<file path="src/rtl/pds_pkg.sv">
package pds_pkg;
    localparam int unsigned REG_W = 32;
    localparam logic [7:0] OFS_GATE  = 8'h10;
    localparam logic [7:0] OFS_URST  = 8'h30;
    localparam logic [7:0] OFS_CLAMP = 8'h58;

    typedef enum logic [1:0] {K_CLAMP, K_URST, K_GATE, K_NONE} step_kind_e;
    typedef enum logic {S_IDLE, S_RUN} seq_state_e;

    typedef struct packed {
        logic             valid;
        logic             turn_on;
        step_kind_e       kind;
        logic [REG_W-1:0] mask;
    } reg_op_t;
endpackage

</file>
<file path="src/rtl/pds_arbiter.sv">
module pds_arbiter #(
    parameter int unsigned NDOM  = 3,
    parameter int unsigned DOM_W = (NDOM > 1) ? $clog2(NDOM) : 1
) (
    input  logic [NDOM-1:0]  on_req_i,
    input  logic [NDOM-1:0]  off_req_i,
    output logic             hit_o,
    output logic [DOM_W-1:0] dom_o,
    output logic             turn_on_o
);
    always_comb begin
        hit_o     = 1'b0;
        dom_o     = '0;
        turn_on_o = 1'b0;
        for (int i = NDOM - 1; i >= 0; i--) begin
            if (on_req_i[i] || off_req_i[i]) begin
                hit_o     = 1'b1;
                dom_o     = DOM_W'(i);
                turn_on_o = !off_req_i[i];
            end
        end
    end
endmodule

</file>
<file path="src/rtl/pds_seq.sv">
module pds_seq
    import pds_pkg::*;
#(
    parameter int unsigned NDOM  = 3,
    parameter int unsigned GAP_W = 8,
    parameter int unsigned DOM_W = (NDOM > 1) ? $clog2(NDOM) : 1,
    parameter logic [NDOM-1:0][REG_W-1:0] GATE_MASK  = '0,
    parameter logic [NDOM-1:0][REG_W-1:0] CLAMP_MASK = '0,
    parameter logic [NDOM-1:0][REG_W-1:0] URST_MASK  = '0
) (
    input  logic             clk_i,
    input  logic             rst_ni,
    input  logic             hit_i,
    input  logic [DOM_W-1:0] dom_i,
    input  logic             turn_on_i,
    input  logic [GAP_W-1:0] step_gap_i,
    output reg_op_t          op_o,
    output logic             busy_o,
    output logic             done_o
);
    typedef struct packed {
        seq_state_e       st;
        logic [DOM_W-1:0] dom;
        logic             on;
        logic [1:0]       pos;
        logic [GAP_W-1:0] cnt;
        logic             done;
    } seq_t;

    seq_t s_d, s_q;

    function automatic step_kind_e kind_at(logic on, logic [1:0] pos);
        case (pos)
            2'd0:    return on ? K_GATE : K_CLAMP;
            2'd1:    return K_URST;
            2'd2:    return on ? K_CLAMP : K_GATE;
            default: return K_NONE;
        endcase
    endfunction

    function automatic logic [REG_W-1:0] mask_of(logic [DOM_W-1:0] dom, step_kind_e kind);
        case (kind)
            K_GATE:  return GATE_MASK[dom];
            K_CLAMP: return CLAMP_MASK[dom];
            K_URST:  return URST_MASK[dom];
            default: return '0;
        endcase
    endfunction

    function automatic logic [1:0] next_pos(logic [DOM_W-1:0] dom, logic on, logic [2:0] from);
        logic [1:0] found;
        found = 2'd3;
        for (int p = 2; p >= 0; p--) begin
            if (3'(p) >= from && mask_of(dom, kind_at(on, 2'(p))) != '0) found = 2'(p);
        end
        return found;
    endfunction

    logic [1:0] np;

    always_comb begin
        s_d      = s_q;
        s_d.done = 1'b0;
        op_o     = '0;
        np       = 2'd3;
        case (s_q.st)
            S_IDLE: begin
                if (hit_i) begin
                    np = next_pos(dom_i, turn_on_i, 3'd0);
                    if (np == 2'd3) begin
                        s_d.done = 1'b1;
                    end else begin
                        op_o       = '{valid: 1'b1, turn_on: turn_on_i,
                                       kind: kind_at(turn_on_i, np),
                                       mask: mask_of(dom_i, kind_at(turn_on_i, np))};
                        s_d.st  = S_RUN;
                        s_d.dom = dom_i;
                        s_d.on  = turn_on_i;
                        s_d.pos = np;
                        s_d.cnt = step_gap_i;
                    end
                end
            end
            default: begin
                if (s_q.cnt != '0) begin
                    s_d.cnt = s_q.cnt - 1'b1;
                end else begin
                    np = next_pos(s_q.dom, s_q.on, {1'b0, s_q.pos} + 3'd1);
                    if (np == 2'd3) begin
                        s_d.st   = S_IDLE;
                        s_d.done = 1'b1;
                    end else begin
                        op_o    = '{valid: 1'b1, turn_on: s_q.on,
                                    kind: kind_at(s_q.on, np),
                                    mask: mask_of(s_q.dom, kind_at(s_q.on, np))};
                        s_d.pos = np;
                        s_d.cnt = step_gap_i;
                    end
                end
            end
        endcase
    end

    always_ff @(posedge clk_i or negedge rst_ni) begin
        if (!rst_ni) s_q <= '{st: S_IDLE, default: '0};
        else         s_q <= s_d;
    end

    assign busy_o = (s_q.st == S_RUN);
    assign done_o = s_q.done;

    assert_done_on_fall_R6: assert property (@(posedge clk_i) disable iff (!rst_ni)
        $fell(busy_o) |-> done_o);
    assert_done_not_busy_R6: assert property (@(posedge clk_i) disable iff (!rst_ni)
        done_o |-> !busy_o);
    assert_ignore_when_busy_R8: assert property (@(posedge clk_i) disable iff (!rst_ni)
        busy_o |=> (!busy_o || ($stable(s_q.dom) && $stable(s_q.on))));
endmodule

</file>
<file path="src/rtl/pds_regfile.sv">
module pds_regfile
    import pds_pkg::*;
#(
    parameter int unsigned SEL_W = $clog2(REG_W)
) (
    input  logic             clk_i,
    input  logic             rst_ni,
    input  logic             bus_wr_i,
    input  logic [7:0]       bus_addr_i,
    input  logic [REG_W-1:0] bus_wdata_i,
    output logic [REG_W-1:0] bus_rdata_o,
    input  reg_op_t          op_i,
    input  logic             pulse_i,
    input  logic [SEL_W-1:0] pulse_sel_i,
    output logic [REG_W-1:0] gate_o,
    output logic [REG_W-1:0] clamp_o,
    output logic [REG_W-1:0] urst_o
);
    typedef struct packed {
        logic [REG_W-1:0] gate;
        logic [REG_W-1:0] clamp;
        logic [REG_W-1:0] urst;
        logic             pend;
        logic [SEL_W-1:0] sel;
    } regs_t;

    regs_t r_d, r_q;

    always_comb begin
        r_d = r_q;
        if (bus_wr_i) begin
            case (bus_addr_i)
                OFS_GATE:  r_d.gate  = bus_wdata_i;
                OFS_CLAMP: r_d.clamp = bus_wdata_i;
                OFS_URST:  r_d.urst  = bus_wdata_i;
                default: ;
            endcase
        end
        if (op_i.valid) begin
            case (op_i.kind)
                K_GATE:  r_d.gate  = op_i.turn_on ? (r_d.gate & ~op_i.mask) : (r_d.gate | op_i.mask);
                K_CLAMP: r_d.clamp = op_i.turn_on ? (r_d.clamp | op_i.mask) : (r_d.clamp & ~op_i.mask);
                K_URST:  r_d.urst  = op_i.turn_on ? (r_d.urst | op_i.mask) : (r_d.urst & ~op_i.mask);
                default: ;
            endcase
        end
        if (r_q.pend) begin
            r_d.urst[r_q.sel] = 1'b1;
            r_d.pend          = 1'b0;
        end else if (pulse_i) begin
            r_d.urst[pulse_sel_i] = 1'b0;
            r_d.pend              = 1'b1;
            r_d.sel               = pulse_sel_i;
        end
    end

    always_ff @(posedge clk_i or negedge rst_ni) begin
        if (!rst_ni) r_q <= '{gate: '0, clamp: '1, urst: '1, pend: 1'b0, sel: '0};
        else         r_q <= r_d;
    end

    always_comb begin
        case (bus_addr_i)
            OFS_GATE:  bus_rdata_o = r_q.gate;
            OFS_CLAMP: bus_rdata_o = r_q.clamp;
            OFS_URST:  bus_rdata_o = r_q.urst;
            default:   bus_rdata_o = '0;
        endcase
    end

    assign gate_o  = r_q.gate;
    assign clamp_o = r_q.clamp;
    assign urst_o  = r_q.urst;

    logic [REG_W-1:0] sel_hot;
    assign sel_hot = REG_W'(1) << r_q.sel;

    assert_gate_open_R3: assert property (@(posedge clk_i) disable iff (!rst_ni)
        (op_i.valid && op_i.kind == K_GATE && !op_i.turn_on)
        |=> ((gate_o & $past(op_i.mask)) == $past(op_i.mask)));
    assert_clamp_release_R4: assert property (@(posedge clk_i) disable iff (!rst_ni)
        (op_i.valid && op_i.kind == K_CLAMP && op_i.turn_on)
        |=> ((clamp_o & $past(op_i.mask)) == $past(op_i.mask)));
    assert_other_bits_kept_R7: assert property (@(posedge clk_i) disable iff (!rst_ni)
        (op_i.valid && op_i.kind == K_GATE && !bus_wr_i)
        |=> (((gate_o ^ $past(gate_o)) & ~$past(op_i.mask)) == '0));
    assert_pulse_restores_R10: assert property (@(posedge clk_i) disable iff (!rst_ni)
        r_q.pend |=> ((urst_o & $past(sel_hot)) != '0));
endmodule

</file>
<file path="src/rtl/pds_ctrl.sv">
module pds_ctrl
    import pds_pkg::*;
#(
    parameter int unsigned NDOM  = 3,
    parameter int unsigned GAP_W = 8,
    parameter logic [NDOM-1:0][REG_W-1:0] GATE_MASK  = {32'h0000_0100, 32'h0000_0004, 32'h0000_0008},
    parameter logic [NDOM-1:0][REG_W-1:0] CLAMP_MASK = {32'h0000_0000, 32'h0000_0002, 32'h0000_0001},
    parameter logic [NDOM-1:0][REG_W-1:0] URST_MASK  = {32'h0004_0000, 32'h0000_0000, 32'h0001_0000}
) (
    input  logic             clk_i,
    input  logic             rst_ni,
    input  logic             bus_wr_i,
    input  logic [7:0]       bus_addr_i,
    input  logic [31:0]      bus_wdata_i,
    output logic [31:0]      bus_rdata_o,
    input  logic [NDOM-1:0]  on_req_i,
    input  logic [NDOM-1:0]  off_req_i,
    input  logic [GAP_W-1:0] step_gap_i,
    input  logic             line_pulse_i,
    input  logic [4:0]       line_sel_i,
    output logic             busy_o,
    output logic             done_o,
    output logic [31:0]      gate_off_o,
    output logic [31:0]      clamp_n_o,
    output logic [31:0]      unit_rst_n_o
);
    localparam int unsigned DOM_W = (NDOM > 1) ? $clog2(NDOM) : 1;
    localparam int unsigned SEL_W = $clog2(REG_W);

    logic             hit;
    logic [DOM_W-1:0] dom;
    logic             turn_on;
    reg_op_t          op;

    pds_arbiter #(.NDOM(NDOM), .DOM_W(DOM_W)) u_arb (
        .on_req_i  (on_req_i),
        .off_req_i (off_req_i),
        .hit_o     (hit),
        .dom_o     (dom),
        .turn_on_o (turn_on)
    );

    pds_seq #(
        .NDOM(NDOM), .GAP_W(GAP_W), .DOM_W(DOM_W),
        .GATE_MASK(GATE_MASK), .CLAMP_MASK(CLAMP_MASK), .URST_MASK(URST_MASK)
    ) u_seq (
        .clk_i      (clk_i),
        .rst_ni     (rst_ni),
        .hit_i      (hit),
        .dom_i      (dom),
        .turn_on_i  (turn_on),
        .step_gap_i (step_gap_i),
        .op_o       (op),
        .busy_o     (busy_o),
        .done_o     (done_o)
    );

    pds_regfile #(.SEL_W(SEL_W)) u_regs (
        .clk_i       (clk_i),
        .rst_ni      (rst_ni),
        .bus_wr_i    (bus_wr_i),
        .bus_addr_i  (bus_addr_i),
        .bus_wdata_i (bus_wdata_i),
        .bus_rdata_o (bus_rdata_o),
        .op_i        (op),
        .pulse_i     (line_pulse_i),
        .pulse_sel_i (line_sel_i),
        .gate_o      (gate_off_o),
        .clamp_o     (clamp_n_o),
        .urst_o      (unit_rst_n_o)
    );
endmodule

</file>
<file path="config.mk">
export PLATFORM = sky130hd
export DESIGN_NAME = pds_ctrl
export DESIGN_NICKNAME = d
export VERILOG_FILES = /design/src/rtl/pds_pkg.sv /design/src/rtl/pds_arbiter.sv /design/src/rtl/pds_seq.sv /design/src/rtl/pds_regfile.sv /design/src/rtl/pds_ctrl.sv
export SDC_FILE = /design/constraint.sdc
export NUM_CORES = 1
export LEC_CHECK = 0
export BUFFER_PORTS_ARGS = -buffer_cell sky130_fd_sc_hd__buf_2
export CAP_MARGIN = 20
export CORE_MARGIN = 3
export CORE_UTILIZATION = 30
export DETAILED_ROUTE_END_ITERATION = 16
export GPL_TIMING_DRIVEN = 0
export PLACE_DENSITY_LB_ADDON = 0.25
export SYNTH_ARGS = -nofsm -noshare
export SYNTH_HDL_FRONTEND = slang
export SYNTH_SLANG_ARGS = --single-unit
</file>
<file path="constraint.sdc">
create_clock -name clk_i -period 5.6 [get_ports clk_i]
set_input_delay 0.28 -clock clk_i [delete_from_list [all_inputs] [get_ports clk_i]]
set_output_delay 0.28 -clock clk_i [all_outputs]
set_load 0.005 [all_outputs]
</file>
==> metrics.md <==
| Metric | Value |
|---|---|
| Status | `finished clean` |
| Io pins | `193` |
| DRT iter0 DRCs | `437` |
| Arrival time worst endpoint | `2.73 ns` |
| Setup CP Type | `in -> out` |
| Final #Nets | `964` |
| Top-area cell type share of the netlist area | `24.45%` |
| CTS Sinks | `117` |
| Global route overflow | `0` |
| Worst rel slew slack | `36.16%` |
| Peak supply drop | `0.0001885 V` |
| Antenna violations before repair | `0` |
| Post-DRT Antenna Nets | `0` |
| Die area | `24770 um^2` |
| Vias | `5967` |
| Post-Syn Nets | `752` |
| TNS Setup | `0 ns` |
| CTS H-Tree Depth | `4` |
| Clock Power Share | `36.8%` |
| DRC | `0` |
| Internal power | `2.029 mW` |
| Synth Instances | `688` |
| Routed WL per cell | `18.83 um` |
| CORE AREA | `22160 um^2` |
| Top_reg_cell synth | `dfstp_2` |
| Routed wire length | `22470 um` |
| Measured slew at the worst slew-check pin | `0.9540 ns` |
| Distinct cell type count after synthesis | `66` |
| Sw power | `851.2 uW` |
| Gpl congestion | `0.8361` |
| #FFs+latches synth | `117` |
| CTS max path bufs | `2` |
| Worst-Skew Late Latency | `0.42 ns` |
| Crit-path max FO | `10` |
| EDFF count, synth | `0` |
| CP Capture Type | `output port` |
| Warnings, synthesis | `0` |
| First-pass GRT wire length | `33840 um` |
| Avg Vias per Cell | `5.002` |
| N_diodes | `0` |
| Layout cells sized above 1 | `50.82%` |
| Max Transition Viols Final | `0` |
| Post-route clock period utilization | `53.82%` |
| Initial Utilization | `31.03%` |
| Final hold slack | `0.1111 ns` |
| Clock Skew | `0.009250 ns` |
| Sequential share of power | `41.7%` |
| Gr usage total | `17.90%` |
| Cell area after synthesis | `6877 um^2` |
| Reg clk slew, reported paths | `0.06 ns` |
| Root Buffer | `clkbuf_16` |
| Post-CTS sizing | `0` |
| Top cells by area, synth | `dfstp_2 24%, dfrtp_1 19%, buf_4 11%` |
| Hold Vio Cnt, Final | `0` |
| CP startpoint kind | `input port` |
| Avg Inst Size Synth | `9.995 um^2` |
| Max-Cap Viols | `0` |
| Site row count | `54` |
| Initial DRT Pass Iterations | `7` |
| HPWL after DPL | `16470 um` |
| LEAKAGE | `4.449 nW` |
| Final min period | `3.014 ns` |
| Tot Pwr | `2.881 mW` |
| Logic pwr share | `21.5%` |
| RSZ-0062 raised after global routing | `no` |
| Die H | `157.4 um` |
| Number of global-route vias before repair | `5902` |
| Switching part of the total | `29.55%` |
| P&R area growth vs syn | `28.26%` |
| Pwr/cell area | `326.6 nW/um^2` |
| Synth area leader | `dfstp_2` |
| Worst Hold Class | `in -> reg` |
| CTS tree | `done` |
| Final-report setup violation count | `0` |
| CTS Buf Count | `17` |
| I/O Buffers | `189` |
| F_max | `331.8 MHz` |
| Chip width | `157.4 um` |
| Largest net degree at the start of global routing | `74` |
| Sequential fraction of the synthesis area | `43.74%` |
| Fraction of registers with async set/reset | `100.0%` |
| CP required | `5.32 ns` |
==> routing by layer <==
metal | share of wire [%] | vias up | track usage (%)
met1 | 46 | 2883 | 24.18
met2 | 46 | 231 | 29.03
met4 | 1.7 | 0 | 5.455
met5 | 0 | - | 0
met3 | 6.3 | 25 | 3.602
li1 | - | 2828 | -
==> final timing paths <==
check | start | depth (start not counted) | slack (ns) | to
worst max-delay path | bus_addr_i[2] | 7 | 2.59 | bus_rdata_o[22]
worst min-delay path | bus_wdata_i[23] | 2 | 0.11 | u_regs.gate_o[23]
worst max register to register | u_seq.s_q[1] | 6 | 2.90 | u_regs.clamp_o[0]
worst min register to register | u_regs.urst_o[12] | 2 | 0.52 | u_regs.urst_o[12]
max in group asynchronous | rst_ni | 3 | 4.51 | u_regs.clamp_o[26]
min in group asynchronous | rst_ni | 2 | 0.36 | u_regs.gate_o[22]
==> power groups by stage <==
stage | Clock [mW] | Combinational, mW | Sequential, mW
final | 1.06 | 0.620 | 1.20
after detailed placement | 0 | 0.622 | 1.21
after floorplan | 0 | 0.410 | 1.15
after global routing | 1.13 | 0.687 | 1.22
after CTS | 1.08 | 0.626 | 1.20
after global placement | 0 | 0.612 | 1.21
==> through the flow <==
step / area (um^2) / instances / util (%) / setup WS, ns
after floorplan: 6877 / 688 / - / 3.497
after global placement: 8173 / 1157 / 36.88 / 2.628
after detailed placement: 8233 / 1160 / 37.15 / 2.616
after CTS: 8820 / 1193 / 39.80 / 2.604
after global routing: 8820 / 1193 / 39.80 / 2.446
final: 8820 / 1193 / 39.80 / 2.586
==> placed cells by master (no fill, tap or decap), types with 8 or more instances in the layout <==
| master | Yosys | layout |
|---|---|---|
| mux2i_1 | 15 | 15 |
| dfstp_2 | 64 | 64 |
| nand2_1 | 107 | 107 |
| mux2_2 | 55 | 55 |
| buf_2 | 9 | 197 |
| nor2_1 | 19 | 19 |
| a21oi_1 | 11 | 11 |
| clkbuf_1 | 26 | 26 |
| a22oi_1 | 8 | 8 |
| buf_4 | 97 | 99 |
| clkbuf_16 | 0 | 17 |
| a222oi_1 | 32 | 32 |
| dfrtp_1 | 53 | 53 |
| nor3b_1 | 10 | 9 |
| inv_1 | 47 | 47 |
| a32oi_1 | 22 | 22 |
==> flip-flops by register name (all words and copies together) (netlist names) <==
signal / cells
u_regs.clamp_o: 32
u_regs.gate_o: 32
u_regs.urst_o: 32
u_seq.s_q: 13
u_regs.r_q: 6
u_seq.busy_o: 1
u_seq.done_o: 1
==> critical path: stages <==
cell and delay (ns):
buf_2 0.11, or4_1 0.67, nor2_1 0.45, clkbuf_1 0.75
a222oi_1 0.26, inv_1 0.11, buf_2 0.11
==> area by class of cell <==
class                   instances  area, um^2
clock buffers                  19       452.9
repair buffers                193        1005
clock inverters                13       123.9
multi-input cells             388        2818
flip-flops and latches        117        3008
fillers                      2267       13340
plain buffers                 135       882.1
well taps                     280       350.3
inverters                      48       180.2
==> cells by family (layout without fill, tap and decap cells) <==
kind of cell             after synthesis  after routing  share of synthesized area (%)
adder cells (fa/ha/maj)                1              1                         0.1819
AO/OA/AOI/OAI                        117            117                          14.32
buffers and inverters                183            408                          15.45
AND/OR/NAND/NOR                      195            195                          14.25
flip-flops                           117            117                          43.74
multiplexers                          75             75                          12.06
==> synth_stat cells, types with 6 or more instances <==
cell type  count
mux2_2        55
a21oi_1       11
and3_1         6
mux2i_1       15
clkbuf_1      26
a32oi_1       22
buf_4         97
dfstp_2       64
inv_1         47
o21ai_0        6
dfrtp_1       53
nor2_1        19
a222oi_1      32
nand2_1      107
buf_2          9
nor3b_1       10
o22ai_1        6
a22oi_1        8
==> repair_timing <==
action | 4_1_cts | 5_1_grt
buffers inserted | 0 | 0
hold buffers | 1 | 0
hold endpoints to repair | 26 | 0
Power figures use the tool's default switching activity.
